`src/rtl/dvfs_pkg.sv`:
```
package dvfs_pkg;
  typedef logic [1:0] opl_t;
  localparam opl_t OPL_LOW  = 2'd0;
  localparam opl_t OPL_MID  = 2'd1;
  localparam opl_t OPL_HIGH = 2'd2;

  typedef enum logic [2:0] {
    SQ_IDLE,
    SQ_V_UP,
    SQ_F_UP,
    SQ_F_DN,
    SQ_V_DN
  } seq_state_t;
endpackage

```
`src/rtl/dvfs_temp_max.sv`:
```
module dvfs_temp_max #(
  parameter int TEMP_W   = 8,
  parameter int NUM_SENS = 16
) (
  input  logic [NUM_SENS*TEMP_W-1:0] temp_bus,
  output logic [TEMP_W-1:0]          temp_max
);
  logic [TEMP_W-1:0] run_max [NUM_SENS];

  assign run_max[0] = temp_bus[TEMP_W-1:0];

  for (genvar g = 1; g < NUM_SENS; g++) begin : g_chain
    logic [TEMP_W-1:0] rd;
    assign rd         = temp_bus[g*TEMP_W +: TEMP_W];
    assign run_max[g] = (rd > run_max[g-1]) ? rd : run_max[g-1];
  end

  assign temp_max = run_max[NUM_SENS-1];
endmodule

```
`src/rtl/dvfs_thermal.sv`:
```
module dvfs_thermal #(
  parameter int TEMP_W = 8
) (
  input  logic              clk,
  input  logic              rst_n,
  input  logic [TEMP_W-1:0] temp_max,
  input  logic [TEMP_W-1:0] temp_limit,
  input  logic [TEMP_W-1:0] temp_hyst,
  output logic              hot
);
  localparam int SUM_W = TEMP_W + 1;

  logic [SUM_W-1:0] relax_sum;
  assign relax_sum = {1'b0, temp_max} + {1'b0, temp_hyst};

  always_ff @(posedge clk) begin
    if (!rst_n) begin
      hot <= 1'b0;
    end else if (!hot && (temp_max > temp_limit)) begin
      hot <= 1'b1;
    end else if (hot && (relax_sum < {1'b0, temp_limit})) begin
      hot <= 1'b0;
    end
  end
endmodule

```
`src/rtl/dvfs_act_policy.sv`:
```
module dvfs_act_policy
  import dvfs_pkg::*;
#(
  parameter int ACT_W = 16
) (
  input  logic             clk,
  input  logic             rst_n,
  input  logic             take,
  input  logic [ACT_W-1:0] count,
  input  logic [ACT_W-1:0] up_thr_mid,
  input  logic [ACT_W-1:0] dn_thr_mid,
  input  logic [ACT_W-1:0] up_thr_peak,
  input  logic [ACT_W-1:0] dn_thr_peak,
  output opl_t             act_lvl
);
  logic             armed;
  logic [ACT_W-1:0] up_sel, dn_sel;
  logic             can_up, can_dn, over, under;

  assign up_sel = (act_lvl == OPL_LOW)  ? up_thr_mid  : up_thr_peak;
  assign dn_sel = (act_lvl == OPL_HIGH) ? dn_thr_peak : dn_thr_mid;
  assign can_up = (act_lvl != OPL_HIGH);
  assign can_dn = (act_lvl != OPL_LOW);
  assign over   = can_up && (count > up_sel);
  assign under  = can_dn && (count < dn_sel);

  always_ff @(posedge clk) begin
    if (!rst_n) begin
      act_lvl <= OPL_LOW;
      armed   <= 1'b0;
    end else if (take) begin
      if (over) begin
        if (armed) begin
          act_lvl <= opl_t'(act_lvl + 2'd1);
          armed   <= 1'b0;
        end else begin
          armed   <= 1'b1;
        end
      end else if (under) begin
        act_lvl <= opl_t'(act_lvl - 2'd1);
        armed   <= 1'b0;
      end else begin
        armed   <= 1'b0;
      end
    end
  end
endmodule

```
`src/rtl/dvfs_sequencer.sv`:
```
module dvfs_sequencer
  import dvfs_pkg::*;
(
  input  logic clk,
  input  logic rst_n,
  input  opl_t target,
  output logic busy,
  output logic volt_req,
  output opl_t volt_code,
  input  logic volt_ack,
  output logic freq_req,
  output opl_t freq_code,
  input  logic freq_ack
);
  seq_state_t st;
  opl_t       tgt;

  assign busy = (st != SQ_IDLE);

  always_ff @(posedge clk) begin
    if (!rst_n) begin
      st        <= SQ_IDLE;
      tgt       <= OPL_LOW;
      volt_req  <= 1'b0;
      freq_req  <= 1'b0;
      volt_code <= OPL_LOW;
      freq_code <= OPL_LOW;
    end else begin
      unique case (st)
        SQ_IDLE: begin
          if (target > freq_code) begin
            tgt       <= target;
            volt_code <= target;
            volt_req  <= 1'b1;
            st        <= SQ_V_UP;
          end else if (target < freq_code) begin
            tgt       <= target;
            freq_code <= target;
            freq_req  <= 1'b1;
            st        <= SQ_F_DN;
          end
        end
        SQ_V_UP: if (volt_ack) begin
          volt_req  <= 1'b0;
          freq_code <= tgt;
          freq_req  <= 1'b1;
          st        <= SQ_F_UP;
        end
        SQ_F_UP: if (freq_ack) begin
          freq_req <= 1'b0;
          st       <= SQ_IDLE;
        end
        SQ_F_DN: if (freq_ack) begin
          freq_req  <= 1'b0;
          volt_code <= tgt;
          volt_req  <= 1'b1;
          st        <= SQ_V_DN;
        end
        SQ_V_DN: if (volt_ack) begin
          volt_req <= 1'b0;
          st       <= SQ_IDLE;
        end
        default: st <= SQ_IDLE;
      endcase
    end
  end
endmodule

```
`src/rtl/dvfs_governor.sv`:
```
module dvfs_governor
  import dvfs_pkg::*;
#(
  parameter int ACT_W            = 16,
  parameter int TEMP_W           = 8,
  parameter int NUM_CLUSTERS     = 4,
  parameter int SENS_PER_CLUSTER = 4
) (
  input  logic                                           clk,
  input  logic                                           rst_n,
  input  logic                                           act_valid,
  output logic                                           act_ready,
  input  logic [ACT_W-1:0]                               act_count,
  input  logic [ACT_W-1:0]                               up_thr_mid,
  input  logic [ACT_W-1:0]                               dn_thr_mid,
  input  logic [ACT_W-1:0]                               up_thr_peak,
  input  logic [ACT_W-1:0]                               dn_thr_peak,
  input  logic [NUM_CLUSTERS*SENS_PER_CLUSTER*TEMP_W-1:0] temp_bus,
  input  logic [TEMP_W-1:0]                              temp_limit,
  input  logic [TEMP_W-1:0]                              temp_hyst,
  output logic                                           volt_req,
  output logic [1:0]                                     volt_code,
  input  logic                                           volt_ack,
  output logic                                           freq_req,
  output logic [1:0]                                     freq_code,
  input  logic                                           freq_ack,
  output logic                                           throttle
);
  localparam int NUM_SENS = NUM_CLUSTERS * SENS_PER_CLUSTER;

  logic [TEMP_W-1:0] temp_max;
  logic              hot, busy;
  opl_t              act_lvl, target;

  assign act_ready = !busy;
  assign throttle  = hot;
  assign target    = !hot ? act_lvl :
                     (act_lvl == OPL_LOW) ? OPL_LOW : opl_t'(act_lvl - 2'd1);

  dvfs_temp_max #(.TEMP_W(TEMP_W), .NUM_SENS(NUM_SENS)) max_i (
    .temp_bus (temp_bus),
    .temp_max (temp_max)
  );

  dvfs_thermal #(.TEMP_W(TEMP_W)) therm_i (
    .clk        (clk),
    .rst_n      (rst_n),
    .temp_max   (temp_max),
    .temp_limit (temp_limit),
    .temp_hyst  (temp_hyst),
    .hot        (hot)
  );

  dvfs_act_policy #(.ACT_W(ACT_W)) pol_i (
    .clk         (clk),
    .rst_n       (rst_n),
    .take        (act_valid && act_ready),
    .count       (act_count),
    .up_thr_mid  (up_thr_mid),
    .dn_thr_mid  (dn_thr_mid),
    .up_thr_peak (up_thr_peak),
    .dn_thr_peak (dn_thr_peak),
    .act_lvl     (act_lvl)
  );

  dvfs_sequencer seq_i (
    .clk       (clk),
    .rst_n     (rst_n),
    .target    (target),
    .busy      (busy),
    .volt_req  (volt_req),
    .volt_code (volt_code),
    .volt_ack  (volt_ack),
    .freq_req  (freq_req),
    .freq_code (freq_code),
    .freq_ack  (freq_ack)
  );
endmodule

```
`config.mk`:
```
export PLATFORM = sky130hd
export DESIGN_NAME = dvfs_governor
export DESIGN_NICKNAME = d
export VERILOG_FILES = /design/src/rtl/dvfs_pkg.sv /design/src/rtl/dvfs_temp_max.sv /design/src/rtl/dvfs_thermal.sv /design/src/rtl/dvfs_act_policy.sv /design/src/rtl/dvfs_sequencer.sv /design/src/rtl/dvfs_governor.sv
export SDC_FILE = /design/constraint.sdc
export NUM_CORES = 1
export LEC_CHECK = 0
export ABC_AREA = 1
export BUFFER_PORTS_ARGS = -buffer_cell sky130_fd_sc_hd__buf_2
export CAP_MARGIN = 5
export CORE_MARGIN = 2
export CORE_UTILIZATION = 45
export DETAILED_ROUTE_END_ITERATION = 10
export GPL_TIMING_DRIVEN = 0
export HOLD_SLACK_MARGIN = 0.02
export PLACE_DENSITY = 0.75
export SYNTH_ARGS = -nofsm -noshare
export SYNTH_HDL_FRONTEND = slang
export SYNTH_SLANG_ARGS = --single-unit
```
`constraint.sdc`:
```
create_clock -name clk -period 24.3 [get_ports clk]
set_input_delay 3.645 -clock clk [delete_from_list [all_inputs] [get_ports clk]]
set_output_delay 3.645 -clock clk [all_outputs]
set_load 0.05 [all_outputs]
```
* After elaboration in Yosys (flattened, before gate mapping)
Index checks and enable logic that the tools add are counted.
** Storage, ports and cells
- Flip-flop bits (word level) :: 15
- Output and inout bits :: 8
- Word-level logic and storage cells :: 127
** Cells by class
- $add $sub $neg :: 3
- $lt $le $gt $ge :: 21
- Equality and inequality tests :: 17
- Multiplexer cells :: 50
- Reductions and logical operators :: 27
** Operators by type and width (count)
- > comparator 8 bit :: 16
- 2-to-1 mux 8 bit :: 15
- 2-to-1 mux 16 bit :: 2
- 2-to-1 mux 2 bit :: 11
- 2-to-1 mux 3 bit :: 6
- > comparator 16 bit :: 1
- less-than comparator 16 bit :: 1
- case mux 3 bit (5 select lines) :: 1
- != test 2 bit (second input constant) :: 6
- nonzero test 2 bit :: 6
- 2-to-1 mux 1 bit :: 11
- != test 2 x 1 -> 1 bit (second input constant) :: 5
- AND reduction 5 bit :: 2
- adder 8 x 8 -> 9 bit :: 1
- less-than comparator 9 x 8 -> 1 bit :: 1
- nonzero test 3 bit :: 3
- case mux 2 bit (2 select lines) :: 2
- AND reduction 4 bit :: 2
- == test 3 x 2 -> 1 bit (second input constant) :: 2
- case mux 1 bit (3 select lines) :: 2
- AND reduction 3 bit :: 2
- logical AND 1 bit :: 5
- OR reduction 2 bit :: 2
- == test 3 x 1 -> 1 bit (second input constant) :: 1
- other kinds (11) :: 12

* Depth between registers and ports, before layout
- Depth in word-level cells :: 35
- Depth in mapped cells :: 182
- Depth with buffers taken out :: 180

* Hierarchy
From an unflattened synthesis, not the netlist that was laid out.
** Unflattened totals
- Cells, all modules :: 1247
- Area total of the unflattened synthesis :: 7607.3 um^2
** Modules (own cells, without submodules)
- dvfs_temp_max :: times used 1, cells each 843, area each 4862.2 um^2, seq. area each 0.0 um^2
- dvfs_act_policy :: times used 1, cells each 166, area each 1232.4 um^2, seq. area each 60.1 um^2
- dvfs_thermal :: times used 1, cells each 117, area each 763.2 um^2, seq. area each 20.0 um^2
- dvfs_sequencer :: times used 1, cells each 112, area each 710.7 um^2, seq. area each 220.2 um^2
- dvfs_governor :: times used 1, cells each 9, area each 38.8 um^2, seq. area each 0.0 um^2

* Worst setup path before layout
No wires, ideal clock.
- Kind :: input to register
- From :: input temp_bus[7]
- To :: register therm_i.hot
- Library setup time :: 0.109 ns
- Arrival time :: 22.965 ns
- Data required time :: 24.191 ns
- Slack :: 1.226 ns
- Cell stages on the path :: 143
- Buffers on the path :: 12
- Path through :: inv_1 ha_1 nand2_1 nor2_2 nand2_1 nand2_2 nand2_2 buf_4 o21ai_0 ha_1 a21oi_1 nor2_1 a211oi_1 nand2_2 nand2_2 buf_6 o21ai_0 ha_1 [107 not listed] nand2_1 clkinv_1 nand2_1 nand2_1 ha_1 fa_1 ha_1 a21boi_0 o21a_1 o21a_1 o21a_1 o21a_1 o21ai_0 nand2_1 nand2_1 nand3_1 nand2_1 inv_1
** Between the ends
- Word-level cells in the longest chain between the ends :: 34
** RTL lines
- from (decl) :: RTL line dvfs_governor.sv:18 : input logic [NUM_CLUSTERS*SENS_PER_CLUSTER*TEMP_W-1:0] temp_bus,
- > comparator 8 bit :: RTL line dvfs_temp_max.sv:15 : assign run_max[g] = (rd > run_max[g-1]) ? rd : run_max[g-1];
- 2-to-1 mux 8 bit (*) :: RTL line dvfs_temp_max.sv:15
- > comparator 8 bit :: RTL line dvfs_temp_max.sv:15
- 2-to-1 mux 8 bit (*) :: RTL line dvfs_temp_max.sv:15
- > comparator 8 bit :: RTL line dvfs_temp_max.sv:15
- 2-to-1 mux 8 bit (*) :: RTL line dvfs_temp_max.sv:15
- > comparator 8 bit :: RTL line dvfs_temp_max.sv:15
- 2-to-1 mux 8 bit (*) :: RTL line dvfs_temp_max.sv:15
- [18 not listed]
- > comparator 8 bit :: RTL line dvfs_temp_max.sv:15
- 2-to-1 mux 8 bit (*) :: RTL line dvfs_temp_max.sv:15
- > comparator 8 bit :: RTL line dvfs_temp_max.sv:15
- 2-to-1 mux 8 bit (*) :: RTL line dvfs_temp_max.sv:15
- adder 8 x 8 -> 9 bit :: RTL line dvfs_thermal.sv:14 : assign relax_sum = {1'b0, temp_max} + {1'b0, temp_hyst};
- less-than comparator 9 x 8 -> 1 bit :: RTL line dvfs_thermal.sv:21 : end else if (hot && (relax_sum < {1'b0, temp_limit})) begin
- logical AND 1 bit :: RTL line dvfs_thermal.sv:21
- nonzero test 2 bit (no line)
- to (signal assigned) :: RTL line dvfs_thermal.sv:18 : hot <= 1'b0;
- to (signal assigned) :: RTL line dvfs_thermal.sv:20 : hot <= 1'b1;
- to (signal assigned) :: RTL line dvfs_thermal.sv:22 : hot <= 1'b0;
- to (decl) :: RTL line dvfs_thermal.sv:9 : output logic hot
Every way passes the cells marked *; elsewhere a longest branch is shown, timed or not.
A chain may end at the register's enable or synchronous reset.

* Worst setup path after layout
- From :: input temp_bus[5]
- To :: register therm_i.hot
The elaborated chain is that of the path after synthesis.

==> flow_summary.yaml <==
run_status:
  status: "finished clean"
die:
  dieArea_sq_mm: 0.0169
  die_width_um: 130
  core_sq_mm: 0.0157
  initial_core_util: 0.455
  fp.dieH_um: 130
  placementRows: 46
  ios: 237
route:
  drt_wl_total_um: 22900
  vias: 8866
  first_iter_violations: 346
  drc: 0
  vias_per_cell: 5.23
  drtPass1Iterations: 5
  wire_per_inst_um: 13.5
  ant_nets: 0
logic_synthesis:
  synthArstFlopShare: 0
  synth_most_common_cell: "nand2_1"
  seq_area_frac_synth: 0.0420
  ys_top_cells_by_count: "nand2_1, ha_1, inv_1"
  synth.avg_cell_area_sq_um: 6.21
  yosysTopAreaCellShare: 0.274
  synth-seq-cells: 15
  ys.flop_type: "dfxtp_1"
  synth-edff-count: 0
  yosysUniqueCellTypes: 43
  synth_nets: 1539
  synth_cells: 1152
  syn_area_sq_mm: 0.00716
  yosysTopAreaCell: "ha_1"
  ys_warn_count: 0
  synth_area_leaders: "ha_1, nand2_1, inv_1, o21ai_0, nand3_1"
sta:
  finalHoldViolCount: 0
  drv_slew: 0
  post-route-period-util: 0.965
  tns_ns: 0
  relSlewSlack: 0.223
  worst_pin_slew_ns: 1.17
  fin_crit_ns: 23.46
  max_freq_ghz: 0.0426
  fin_skew_ns: 0.00174
  setup-violations-final: 0
flow_run:
  maxCapViolCount: 0
critical_path:
  endpoint_kind: "flop"
  crit_family: "simple AND/OR/NAND/NOR gates"
  cp.arrival_ns: 23.61
  required_ns: 24.45
  crit_path_top_delay_cell: "fa_1"
  crit_top_cell: "nand2_1"
  worst-path-max-fanout: 8
  critPathBufInv: 23
  crit_path_max_incr_delay_ns: 0.46
  crit_type: "in -> reg"
  start_kind: "primary input"
final_layout:
  fillers: 1382
  drive_gt1_frac: 0.384
  nets: 1865
  area_delta_synth_final_pct: 41.5
  final_util: 0.645
grt:
  grt_pass1_wl_um: 32400
  grtUsageTotal: 0.229
  grt_start_max_net_pins: 11
  grt_pass1_vias: 7520
  grt_overflow: 0
  antenna_found_initial: 4
hold_path:
  hold_class: "reg -> reg"
placement:
  place_congestion: 0.914
  hpwl_um: 17800
  port-buffer-count: 236
clock_tree:
  cts_sinks: 15
  cts-buffers-inserted: 3
  cts.reportedPaths.clkPinSlew_ns: 0.05
  htreeDepth: 1
  cts_root_buf: "clkbuf_16"
  clk_latency_ns: 0.25
  cts_tree: "done"
  clock_path_buffers: 2
[worst paths after layout]
check	slack, ns	from	to	depth (start not counted)
setup / recovery	0.84	temp_bus[5]	therm_i.hot	146
hold / removal	0.46	seq_i.freq_req	seq_i.freq_req	2
setup reg to reg	19.88	pol_i.act_lvl[0]	pol_i.act_lvl[0]	18
hold reg to reg	0.46	seq_i.freq_req	seq_i.freq_req	2
[metrics by stage]
stage / hold slack, ns / setup slack, ns / std cells / instance area, sq um
2_1_floorplan: 0.427 / 1.23 / 1152 / 7160
3_3_place_gp: 0.438 / -1.52 / 1604 / 8610
3_5_place_dp: 0.452 / -1.73 / 1605 / 8610
4_1_cts: 0.459 / 0.0367 / 1627 / 8890
5_1_grt: 0.482 / -0.671 / 1693 / 10100
6_report: 0.463 / 0.840 / 1695 / 10100
[area by class of cell]
class                      count  area, sq um  area share
clock buffer                   4         78.8     0.00778
tap                          216          270      0.0267
sequential                    15          300      0.0296
multi-input combinational    979         6880       0.679
antenna                        2         5.00    0.000494
buffer                        17          173      0.0170
inverter                     143          542      0.0535
timing repair buffer         319         1880       0.186
[routing by layer]
| metal | part of all wire | global-route usage | vias to the layer above |
|---|---|---|---|
| li1 | - | - | 4549 |
| met1 | 0.41 | 0.287 | 3991 |
| met5 | 0.00092 | 0 | - |
| met3 | 0.068 | 0.0316 | 41 |
| met4 | 0.017 | 0.0449 | 4 |
| met2 | 0.50 | 0.419 | 281 |
[worst min-delay path, cell delays in order, from the launching register on]
cell     delay (ns)
dfxtp_1        0.30
o41ai_1        0.05
a21oi_1        0.06
[registers in the layout, indices dropped and copies added, names as in the netlist]
register	cells
pol_i.act_lvl	2
pol_i.armed	1
seq_i.freq_code	2
seq_i.freq_req	1
seq_i.st	3
seq_i.tgt	2
seq_i.volt_code	2
seq_i.volt_req	1
therm_i.hot	1
[cells in the final DEF (no fill, tap or decap), types with 23 or more instances in the layout]
cell	Yosys	layout
nand2_1	313	289
buf_2	0	237
ha_1	157	142
inv_1	127	123
nand3_1	88	82
buf_4	5	72
nand2_2	50	64
nor2_1	64	44
a21oi_1	55	43
o21ai_2	0	36
mux2i_1	30	30
o21ai_1	0	28
o21ai_0	93	26
nor2_2	10	23
[cell families after synthesis]
group | count (synthesis) | synth area share
AO/OA/AOI/OAI | 201 | 0.160
XOR/XNOR | 6 | 0.00734
adder cells (fa/ha/maj) | 158 | 0.277
buffers and inverters | 160 | 0.0960
flip-flops | 15 | 0.0420
multiplexers | 31 | 0.0435
AND/OR/NAND/NOR | 581 | 0.374
[repair_timing]
item	in CTS	in global routing
buffers inserted	18	52
gates resized for setup	26	229
hold buffers	0	0
pin swaps	14	110
gates cloned	0	14
setup endpoints to repair	1	1
Power is left out: the tool's default activity adds up to more than one toggle a clock period on the data nets, which glitch-free logic cannot reach.
